File: src/rtl/tas_gate_pkg.sv
`timescale 1ns/1ps
package tas_gate_pkg;
  typedef enum logic [1:0] {
    ST_IDLE = 2'd0,
    ST_RUN  = 2'd1,
    ST_WAIT = 2'd2
  } seq_state_e;
endpackage

File: src/rtl/tas_gate_ram.sv
`timescale 1ns/1ps
module tas_gate_ram #(
  parameter int MASK_W = 8,
  parameter int CNT_W  = 14,
  parameter int DEPTH  = 128,
  localparam int AW    = $clog2(DEPTH),
  localparam int ENT_W = MASK_W + CNT_W
) (
  input  logic              clk,
  input  logic              wr_en,
  input  logic [AW-1:0]     wr_addr,
  input  logic [MASK_W-1:0] wr_mask,
  input  logic [CNT_W-1:0]  wr_count,
  input  logic [AW-1:0]     rd_addr,
  output logic [MASK_W-1:0] rd_mask,
  output logic [CNT_W-1:0]  rd_count
);
  logic [ENT_W-1:0] mem_q [DEPTH];

  // storage array: no reset, written only through the port
  always_ff @(posedge clk) begin
    if (wr_en) begin
      mem_q[wr_addr] <= {wr_mask, wr_count};
    end
  end

  assign {rd_mask, rd_count} = mem_q[rd_addr];
endmodule

File: src/rtl/tas_dwell_timer.sv
`timescale 1ns/1ps
module tas_dwell_timer #(
  parameter int CNT_W = 14
) (
  input  logic             clk,
  input  logic             rst_n,
  input  logic             load,
  input  logic [CNT_W-1:0] load_val,
  input  logic             clear,
  output logic             expire
);
  logic [CNT_W-1:0] remain_q, remain_d;
  logic             remain_en;

  always_comb begin
    remain_d  = remain_q;
    remain_en = 1'b0;
    if (clear) begin
      remain_d  = '0;
      remain_en = 1'b1;
    end else if (load) begin
      remain_d  = load_val;
      remain_en = 1'b1;
    end else if (remain_q != '0) begin
      remain_d  = remain_q - 1'b1;
      remain_en = 1'b1;
    end
  end

  always_ff @(posedge clk or negedge rst_n) begin
    if (!rst_n) begin
      remain_q <= '0;
    end else if (remain_en) begin
      remain_q <= remain_d;
    end
  end

  assign expire = (remain_q == '0);
endmodule

File: src/rtl/tas_gate_sequencer.sv
`timescale 1ns/1ps
module tas_gate_sequencer #(
  parameter int MASK_W    = 8,
  parameter int CNT_W     = 14,
  parameter int DEPTH     = 128,
  parameter int MIN_DWELL = 16,
  localparam int AW       = $clog2(DEPTH)
) (
  input  logic              clk,
  input  logic              rst_n,
  input  logic              wr_en,
  input  logic [AW-1:0]     wr_addr,
  input  logic [MASK_W-1:0] wr_mask,
  input  logic [CNT_W-1:0]  wr_count,
  input  logic              two_list_mode,
  input  logic              buf_sel,
  input  logic              enable,
  input  logic              cycle_start,
  input  logic              link_lost,
  output logic [MASK_W-1:0] gate_mask
);
  import tas_gate_pkg::*;

  localparam logic [CNT_W-1:0] MIN_C = CNT_W'(MIN_DWELL);

  seq_state_e        state_q, state_d;
  logic [AW-1:0]     idx_q, idx_d;
  logic              half_q, half_d;
  logic              armed_q, armed_d;
  logic [MASK_W-1:0] mask_q, mask_d;

  logic              start_ok, step, past_end, end_hit, use_half;
  logic [AW:0]       nxt_local;
  logic [AW-1:0]     rd_addr;
  logic [MASK_W-1:0] rd_mask;
  logic [CNT_W-1:0]  rd_count;
  logic              tmr_load, tmr_clear, tmr_expire;
  logic [CNT_W-1:0]  tmr_load_val;

  tas_gate_ram #(.MASK_W(MASK_W), .CNT_W(CNT_W), .DEPTH(DEPTH)) u_ram (
    .clk      (clk),
    .wr_en    (wr_en),
    .wr_addr  (wr_addr),
    .wr_mask  (wr_mask),
    .wr_count (wr_count),
    .rd_addr  (rd_addr),
    .rd_mask  (rd_mask),
    .rd_count (rd_count)
  );

  tas_dwell_timer #(.CNT_W(CNT_W)) u_timer (
    .clk      (clk),
    .rst_n    (rst_n),
    .load     (tmr_load),
    .load_val (tmr_load_val),
    .clear    (tmr_clear),
    .expire   (tmr_expire)
  );

  // look-ahead address of the entry that the next step would load
  assign start_ok  = cycle_start && enable && armed_q && !link_lost;
  assign step      = start_ok || (state_q == ST_RUN && tmr_expire);
  assign use_half  = start_ok ? buf_sel : half_q;
  assign nxt_local = start_ok ? '0 : ({1'b0, idx_q} + 1'b1);
  assign past_end  = two_list_mode ? (nxt_local[AW] | nxt_local[AW-1]) : nxt_local[AW];
  assign rd_addr   = two_list_mode ? {use_half, nxt_local[AW-2:0]} : nxt_local[AW-1:0];
  assign end_hit   = past_end || (rd_count == '0);

  // dwell floor: short counts stretched to the minimum slice
  assign tmr_load_val = (rd_count < MIN_C) ? (MIN_C - 1'b1) : (rd_count - 1'b1);

  always_comb begin
    state_d   = state_q;
    idx_d     = idx_q;
    half_d    = half_q;
    mask_d    = mask_q;
    armed_d   = armed_q;
    tmr_load  = 1'b0;
    tmr_clear = 1'b0;

    if (link_lost) begin
      armed_d = 1'b0;
    end else if (wr_en) begin
      armed_d = 1'b1;
    end

    if (link_lost || !enable) begin
      state_d   = ST_IDLE;
      mask_d    = '0;
      tmr_clear = 1'b1;
    end else if (step) begin
      half_d = use_half;
      if (end_hit) begin
        state_d   = ST_WAIT;
        mask_d    = '0;
        tmr_clear = 1'b1;
      end else begin
        state_d  = ST_RUN;
        idx_d    = nxt_local[AW-1:0];
        mask_d   = rd_mask;
        tmr_load = 1'b1;
      end
    end
  end

  always_ff @(posedge clk or negedge rst_n) begin
    if (!rst_n) begin
      state_q <= ST_IDLE;
      idx_q   <= '0;
      half_q  <= 1'b0;
      mask_q  <= '0;
      armed_q <= 1'b0;
    end else begin
      state_q <= state_d;
      idx_q   <= idx_d;
      half_q  <= half_d;
      mask_q  <= mask_d;
      armed_q <= armed_d;
    end
  end

  assign gate_mask = mask_q;
endmodule

File: config.mk
export PLATFORM = sky130hd
export DESIGN_NAME = tas_gate_sequencer
export DESIGN_NICKNAME = d
export VERILOG_FILES = /design/src/rtl/tas_gate_pkg.sv /design/src/rtl/tas_gate_ram.sv /design/src/rtl/tas_dwell_timer.sv /design/src/rtl/tas_gate_sequencer.sv
export SDC_FILE = /design/constraint.sdc
export NUM_CORES = 2
export LEC_CHECK = 0
export ABC_AREA = 1
export BUFFER_PORTS_ARGS = -buffer_cell sky130_fd_sc_hd__buf_4
export CAP_MARGIN = 30
export CORE_MARGIN = 3
export CORE_UTILIZATION = 60
export CTS_BUF_LIST = sky130_fd_sc_hd__clkbuf_8
export DETAILED_ROUTE_END_ITERATION = 7
export GPL_ROUTABILITY_DRIVEN = 0
export PLACE_DENSITY = 0.75
export REMOVE_ABC_BUFFERS = 1
export SLEW_MARGIN = 20
export SYNTH_ARGS = -nofsm -noshare
export SYNTH_HDL_FRONTEND = slang
export SYNTH_SLANG_ARGS = --single-unit
File: constraint.sdc
create_clock -name clk -period 6.76 [get_ports clk]
set_clock_uncertainty 0.05 [all_clocks]
set_input_delay 0.676 -clock clk [delete_from_list [all_inputs] [get_ports clk]]
set_output_delay 0.676 -clock clk [all_outputs]
set_load 0.005 [all_outputs]
# After elaboration in Yosys (flattened, before gate mapping)
# Memory sizes are Yosys's and may differ from the RTL's.
# Index checks and enable logic that the tools add are counted.
[op_classes] reduce_logical=18 n_mux=27 bitwise_logic=3 n_lt_le_gt_ge=1 n_eq_ne=1 addsub=3
[ops] cell="$mux W14" n=4
[ops] cell="$mux W8" n=4
[ops] cell="$logic_not A14 Y1" n=2
[ops] cell="$sub A14 B1 Y14 const B" n=2
[ops] cell="$mux W1" n=15
[ops] cell="$lt A14 B5 Y1 const B" n=1
[ops] cell="$reduce_bool A14 Y1" n=1
[ops] cell="$add A7 B1 Y8 const B" n=1
[ops] cell="$mux W7" n=1
[ops] cell="$mux W2" n=3
[ops] cell="$logic_and A1 B1 Y1" n=4
[ops] cell="$reduce_and A2 Y1" n=2
[ops] cell="$reduce_bool A2 Y1" n=2
[ops] cell="$logic_or A1 B1 Y1" n=3
[ops] cell="$reduce_and A3 Y1" n=1
[ops] cell="$reduce_bool A3 Y1" n=1
[ops] cell="$eq A2 B1 Y1 const B" n=1
[ops] cell="$logic_not A1 Y1" n=2
[ops] cell="$not A1 Y1" n=2
[ops] cell="$or A1 B1 Y1" n=1
[totals] in_bits=37 out_inout_bits=8 wordCells=60 n_memories=1 ram_bits=2816 ff_bits=33
[memory_table] name="u_ram.mem_q" depth=128 word_bits=22 rd=1 rd_clocked_by_memory_dff=0 wr=1 line="tas_gate_ram.sv:18" rtl="logic [ENT_W-1:0] mem_q [DEPTH];"

# Longest topological paths before layout
# An unclocked memory read counts as a cell.
[logic_depth] depth_word=14 mapped_depth=27 mapped_depth_nobuf=23

# Cells and area by module
# Synthesis repeated with hierarchy kept, for this count alone.
[unflattened] cells_unflattened=9583 area_unflattened_um2=115670.9
[modules_own_cells] mod="tas_gate_ram" area_each_um2=113318.7 seq_area_each_um2=84561.1 instances=1 cells_per_inst=9244
[modules_own_cells] mod="tas_gate_sequencer" area_each_um2=1406.3 seq_area_each_um2=475.5 instances=1 cells_per_inst=203
[modules_own_cells] mod="tas_dwell_timer" area_each_um2=945.9 seq_area_each_um2=350.3 instances=1 cells_per_inst=136

# Worst setup path before layout
# No wires, ideal clock.
[synth_path] path_type="input -> register" from="in cycle_start" to="reg idx_q[1]" path_stages=24 t_arrival_ps=3245 slack_ps=3333 required_ps=6578 path_buffers=5 setup_ps=132 cell_sequence="nand2_1 -> inv_2 -> nand2_4 -> nand2_4 -> inv_4 -> buf_2 -> buf_2 -> clkbuf_1 -> nand3_1 -> nand3_1 -> nand3_1 -> nand3_1 -> nand3_1 -> nand3_1 -> nand2_2 -> ha_1 -> nand3_1 -> nor2_2 -> nand2_1 -> nand3_2 -> buf_6 -> buf_6 -> nand2_1 -> o21ai_1"
[synth_via] elab_chain_cells=10 elab_cells_between_ends=14 classes_between="mux (4); bitwise (2); reduce/logical (7); memory (1)"
[synth_rtl] item="from (decl)" line="tas_gate_sequencer.sv:18" rtl="input logic cycle_start,"
[synth_rtl] item="$logic_and A1 B1 Y1 (*) (3 in series)" line="tas_gate_sequencer.sv:61" rtl="assign start_ok = cycle_start && enable && armed_q && !link_lost;"
[synth_rtl] item="$mux W8 or $mux W1 (tied branches)" line="tas_gate_sequencer.sv:64, tas_gate_sequencer.sv:63"
[synth_rtl] item="$mux W7" line="tas_gate_sequencer.sv:66" rtl="assign rd_addr = two_list_mode ? {use_half, nxt_local[AW-2:0]} : nxt_local[AW-1:0];"
[synth_rtl] item="$mem_v2 Z128 W22"
[synth_rtl] item="$logic_not A14 Y1" line="tas_gate_sequencer.sv:67" rtl="assign end_hit = past_end || (rd_count == '0);"
[synth_rtl] item="$logic_or A1 B1 Y1" line="tas_gate_sequencer.sv:67"
[synth_rtl] item="$not A1 Y1 (no line)"
[synth_rtl] item="$reduce_and A3 Y1 (no line)"
[synth_rtl] item="to (signal assigned)" line="tas_gate_sequencer.sv:115" rtl="idx_q <= idx_d;"
[synth_rtl] item="to (decl)" line="tas_gate_sequencer.sv:27" rtl="logic [AW-1:0] idx_q, idx_d;"
# Mark *: on every way between the ends. The rest lies on a longest branch, timed or not.
# A chain may end at the register's enable or synchronous reset.

# Worst setup path in the final report
[layout_path] from="reg idx_q[0]" to="reg u_timer.remain_q[4]"
[layout_via] elab_chain_cells=12 elab_cells_between_ends=23 classes_between="add/sub (2); order compare (1); mux (14); bitwise (1); reduce/logical (4); memory (1)"
[layout_rtl] item="$add A7 B1 Y8 (*)" line="tas_gate_sequencer.sv:64" rtl="assign nxt_local = start_ok ? '0 : ({1'b0, idx_q} + 1'b1);"
[layout_rtl] item="$mux W8 (*)" line="tas_gate_sequencer.sv:64"
[layout_rtl] item="branches (longest 10 deep; another with $mem_v2 Z128 W22)"
[layout_rtl] item="to (signal assigned)" line="tas_dwell_timer.sv:34" rtl="remain_q <= remain_d;"
[layout_rtl] item="to (decl)" line="tas_dwell_timer.sv:12" rtl="logic [CNT_W-1:0] remain_q, remain_d;"
# Mark *: on every way between the ends.

==> metrics.md <==
| Metric | Value |
|---|---|
| Run status | `complete, but fails checks` |
| Failing checks | `design-rule violations` |
| Final HPWL DP | `between 150000 and 200000 µm` |
| Max cap viols | `0` |
| Arrival time at the worst endpoint | `between 6 and 7 ns` |
| Total routing resource utilization after global routing | `33.82%` |
| Sequential-to-total area share from yosys stat | `71.04%` |
| Arithmetic-cell share of the synthesized area counting full adders, half adders and majority gates | `0.03123%` |
| Number of storage elements in the synthesis netlist | `2849` |
| Clock Sinks | `~2800` |
| Antenna Nets Post-Route | `0` |
| Fraction of post-synthesis cell area in the top cell type by area | `70.36%` |
| Routed wirelength normalized by instance count | `25.89 µm` |
| Hold path startpoint | `wr_count[12]` |
| Instance area after placement | `0.1238 mm²` |
| Sum of routed wire length over all layers | `between 300000 and 400000 µm` |
| Number of cells traversed by the worst register-to-register path | `19` |
| Largest cells by area after synthesis | `edfxtp_1, nand3_1, nand2_1` |
| Critical path start-end classification | `reg2reg` |
| Clk Latency, worst-skew pair | `1.14 ns` |
| Most common flop cell mapped by yosys | `edfxtp_1` |
| Post-route setup slack | `1.018 ns` |
| Post-route cell area | `0.1318 mm²` |
| H-tree levels | `5` |
| Standard-cell row count | `163` |
| Pre-Repair DR Iteration Count | `8` |
| Mean number of vias per cell | `6.282` |
| CTS clock-pin slew for the worst setup and hold paths | `approximately 0.07 ns` |
| Xor-xnor portion of the synthesized cell area | `less than 1%` |
| Horiz. Die Dim | `between 400 and 500 µm` |
| Total gr overflow | `0` |
| Number of DRC violations after detailed routing | `7` |
| Worst min-delay path endpoint | `u_ram.mem_q[124][12]` |
| Tightest slew margin relative to the limit | `21.82%` |
| Async set-or-reset flop fraction in the synthesized netlist | `1.158%` |
| Cell chosen for the clock root | `clkbuf_8` |
| Total clock buffers created by CTS | `450` |
| Highest ir drop seen on vdd | `500.6 µV` |
| Origin of the critical flop-to-flop path | `idx_q[0]` |
| Count of port buffers added during placement | `44` |
| Unrepaired setup endpoints after global routing | `false` |
| Post-layout min period | `5.742 ns` |
| Count of buffers added by post-CTS timing repair for setup | `0` |
| Number of distinct standard cells referenced by the synthesized netlist | `51` |
| Worst hold path type | `in2reg` |
| Simple-gate portion of the synthesized area | `19.42%` |
| Slew Viols, Final | `0` |
| Endpoints failing setup | `0` |
| Compound-cell area share of the yosys netlist | `4.348%` |
| Area enclosed by the die boundary | `roughly 0.21 mm²` |
| Minimum setup slack after placement | `1.260 ns` |
| Areal power density over the cells | `371.4 mW/mm²` |
| Final layout net count | `10650` |
| Biggest area consumer among synthesized cells | `edfxtp_1` |
| Number of top-level pins | `45` |
| Fmax | `174.1 MHz` |
| Endpoint required time on the critical path | `7.74 ns` |
| EDFF count, synth | `2816` |
| Reg-to-reg setup timing slack | `1.02 ns` |
| Post-Syn Area per Cell | `between 10 and 15 µm²` |
| Die boundary height | `453.6 µm` |
| Starting density of the core | `60.63%` |
| Warning count from the yosys run | `0` |
| Largest net degree at the start of global routing | `158` |
| Maximum fanout count along the critical path | `85` |
| Final Hold Viols | `0` |
| Proportion of synthesized area in mux cells | `0%` |
| Signed area change from the synthesized netlist to the final layout | `9.684%` |
| Capturing element type of the critical path | `register` |
| Cell area after synthesis | `0.1202 mm²` |
| Share of final-layout standard cells stronger than drive strength 1 | `9.726%` |
| Synthesized instance count | `10500` |
| Clk buf depth | `4` |
| Clock tree from TritonCTS | `done` |
| Type of origin of the critical path | `register` |
| Terminus of the critical flop-to-flop path | `u_timer.remain_q[4]` |
| Drt initial violations | `13870` |
| Placeable core region | `around 0.20 mm²` |
| Hold depth | `1` |
| Fin crit share | `84.95%` |
| Number of vias in the routed layout | `85310` |
| Leakage power | `48.87 nW` |
| Largest family of logic cells by synthesized area | `simple AND/OR/NAND/NOR gates` |
| Via count of the first global-routing pass | `81660` |
| Global-route wire length before repair | `515400 µm` |
| Number of antenna violations at the first check in global routing | `17` |
| Worst Max-Slew Pin Slew | `1.173 ns` |
## Yosys cell counts (all sizes together) (8+ instances only)
cell / count
edfxtp: 2816
nand2: 2603
nand3: 2058
inv: 682
buf: 561
nor2: 528
o21ai: 406
a21oi: 223
clkbuf: 126
nand3b: 92
o211ai: 60
o22ai: 54
nor3: 50
dfrtp: 33
a22oi: 32
o221a: 32
or2: 32
o221ai: 24
a22o: 18
o21bai: 16
xor2: 10
o31ai: 9
a21o: 8
## metrics by stage
stage          setup TNS [ns]  hold WS, ns  instances  utilization, %  power (mW)
3_5_place_dp                0       0.4188      12780           62.45       35.63
5_1_grt                     0      0.01419      13580           66.49       51.05
3_3_place_gp                0       0.4170      12780           62.42       35.29
6_report                    0      0.03737      13580           66.50       48.96
4_1_cts                     0     0.009220      13570           66.44       48.59
2_1_floorplan         -383.76       0.3304       9808               -       32.10
## metal layers
| metal | GRT usage, % | wire, µm |
|---|---|---|
| met5 | 0 | 13 |
| met2 | 50.77 | 157900 |
| met3 | 8.771 | 48170 |
| met1 | 45.07 | 123900 |
| met4 | 19.65 | 21660 |
## what timing repair did
action,CTS,global route
setup endpoints to repair,0,0
resized for setup,0,0
hold buffers,8,1
endpoints found under the hold margin,102,13
## critical path: stages (launching register included)
cell and delay (ns):
dfrtp_2 0.81, inv_8 0.39, nand2_8 0.64, buf_4 0.64, nand2_1 0.15, o21ai_0 0.11, nand2_1 0.07, nand3_1 0.10
nand3_1 0.10, nand3_1 0.26, nand3_1 0.36, nand3_1 0.34, nand2_1 0.12, nand3_1 0.14, nor2_2 0.10, nand2_1 0.08
nand3_2 0.57, nand2_1 0.33, nand2_1 0.09, nor2_1 0.11
## report_power, final
group / leakage (nW) / switching (mW) / internal [mW]
Sequential: 25.8 / 0.0924 / 19.5
Clock: 4.58 / 6.59 / 6.58
Combinational: 18.5 / 11.6 / 4.57
## state kept, by name, indices dropped and copies added (netlist names)
signal            count
armed_q               1
half_q                1
u_ram.mem_q        2816
state_q               2
u_timer.remain_q     14
gate_mask             8
idx_q                 7
## worst max path at each step
stage                            from             endpoint  slack, ns  cells past startpoint
after global routing         idx_q[0]  u_timer.remain_q[3]       0.75                     19
after detailed placement  cycle_start  u_timer.remain_q[4]       1.26                     21
after CTS                    idx_q[0]  u_timer.remain_q[4]       1.30                     19
final                        idx_q[0]  u_timer.remain_q[4]       1.02                     19
after floorplan              idx_q[0]             idx_q[0]     -12.55                     15
after global placement    cycle_start  u_timer.remain_q[2]       1.10                     22
## cell usage in the layout (no fill, tap or decap), drive strengths merged, types with 8 or more instances in the layout
cell type    netlist  final
a22o              18     18
nand3b            92     92
clkinv             1    146
a21o               8      8
o21ai            406    406
or2               32     32
inv              682    836
a22oi             32     32
o211ai            60     60
o21bai            16     16
clkbuf           126    462
nor2             528    528
o31ai              9      9
o221a             32     32
nor3              50     50
o22ai             54     54
nand3           2058   2058
o221ai            24     24
dfrtp             33     33
buf              561    340
nand2           2603   2603
bufinv             0      8
edfxtp          2816   2816
xor2              10     10
dlygate4sd3        0      9
a21oi            223    223
diode              0     11
## cell type report
class	count	area [µm²]
Clock inverter	311	1473
Antenna cell	11	27.53
Clock buffer	462	6359
Multi-Input combinational cell	6276	29180
Timing Repair Buffer	349	3498
Tap cell	2640	3303
Fill cell	14060	66410
Inverter	683	2597
Sequential cell	2849	85390
## cells by family (layout without fill, tap and decap cells)
family,Yosys count,in the layout
simple gates,5370,5370
buf+inv,1370,1805
other cells,0,11
fa+ha+maj,3,3
compound gates,890,890
xor+xnor,13,13
flops,2849,2849
No activity file was read; power rests on OpenSTA's default activity.
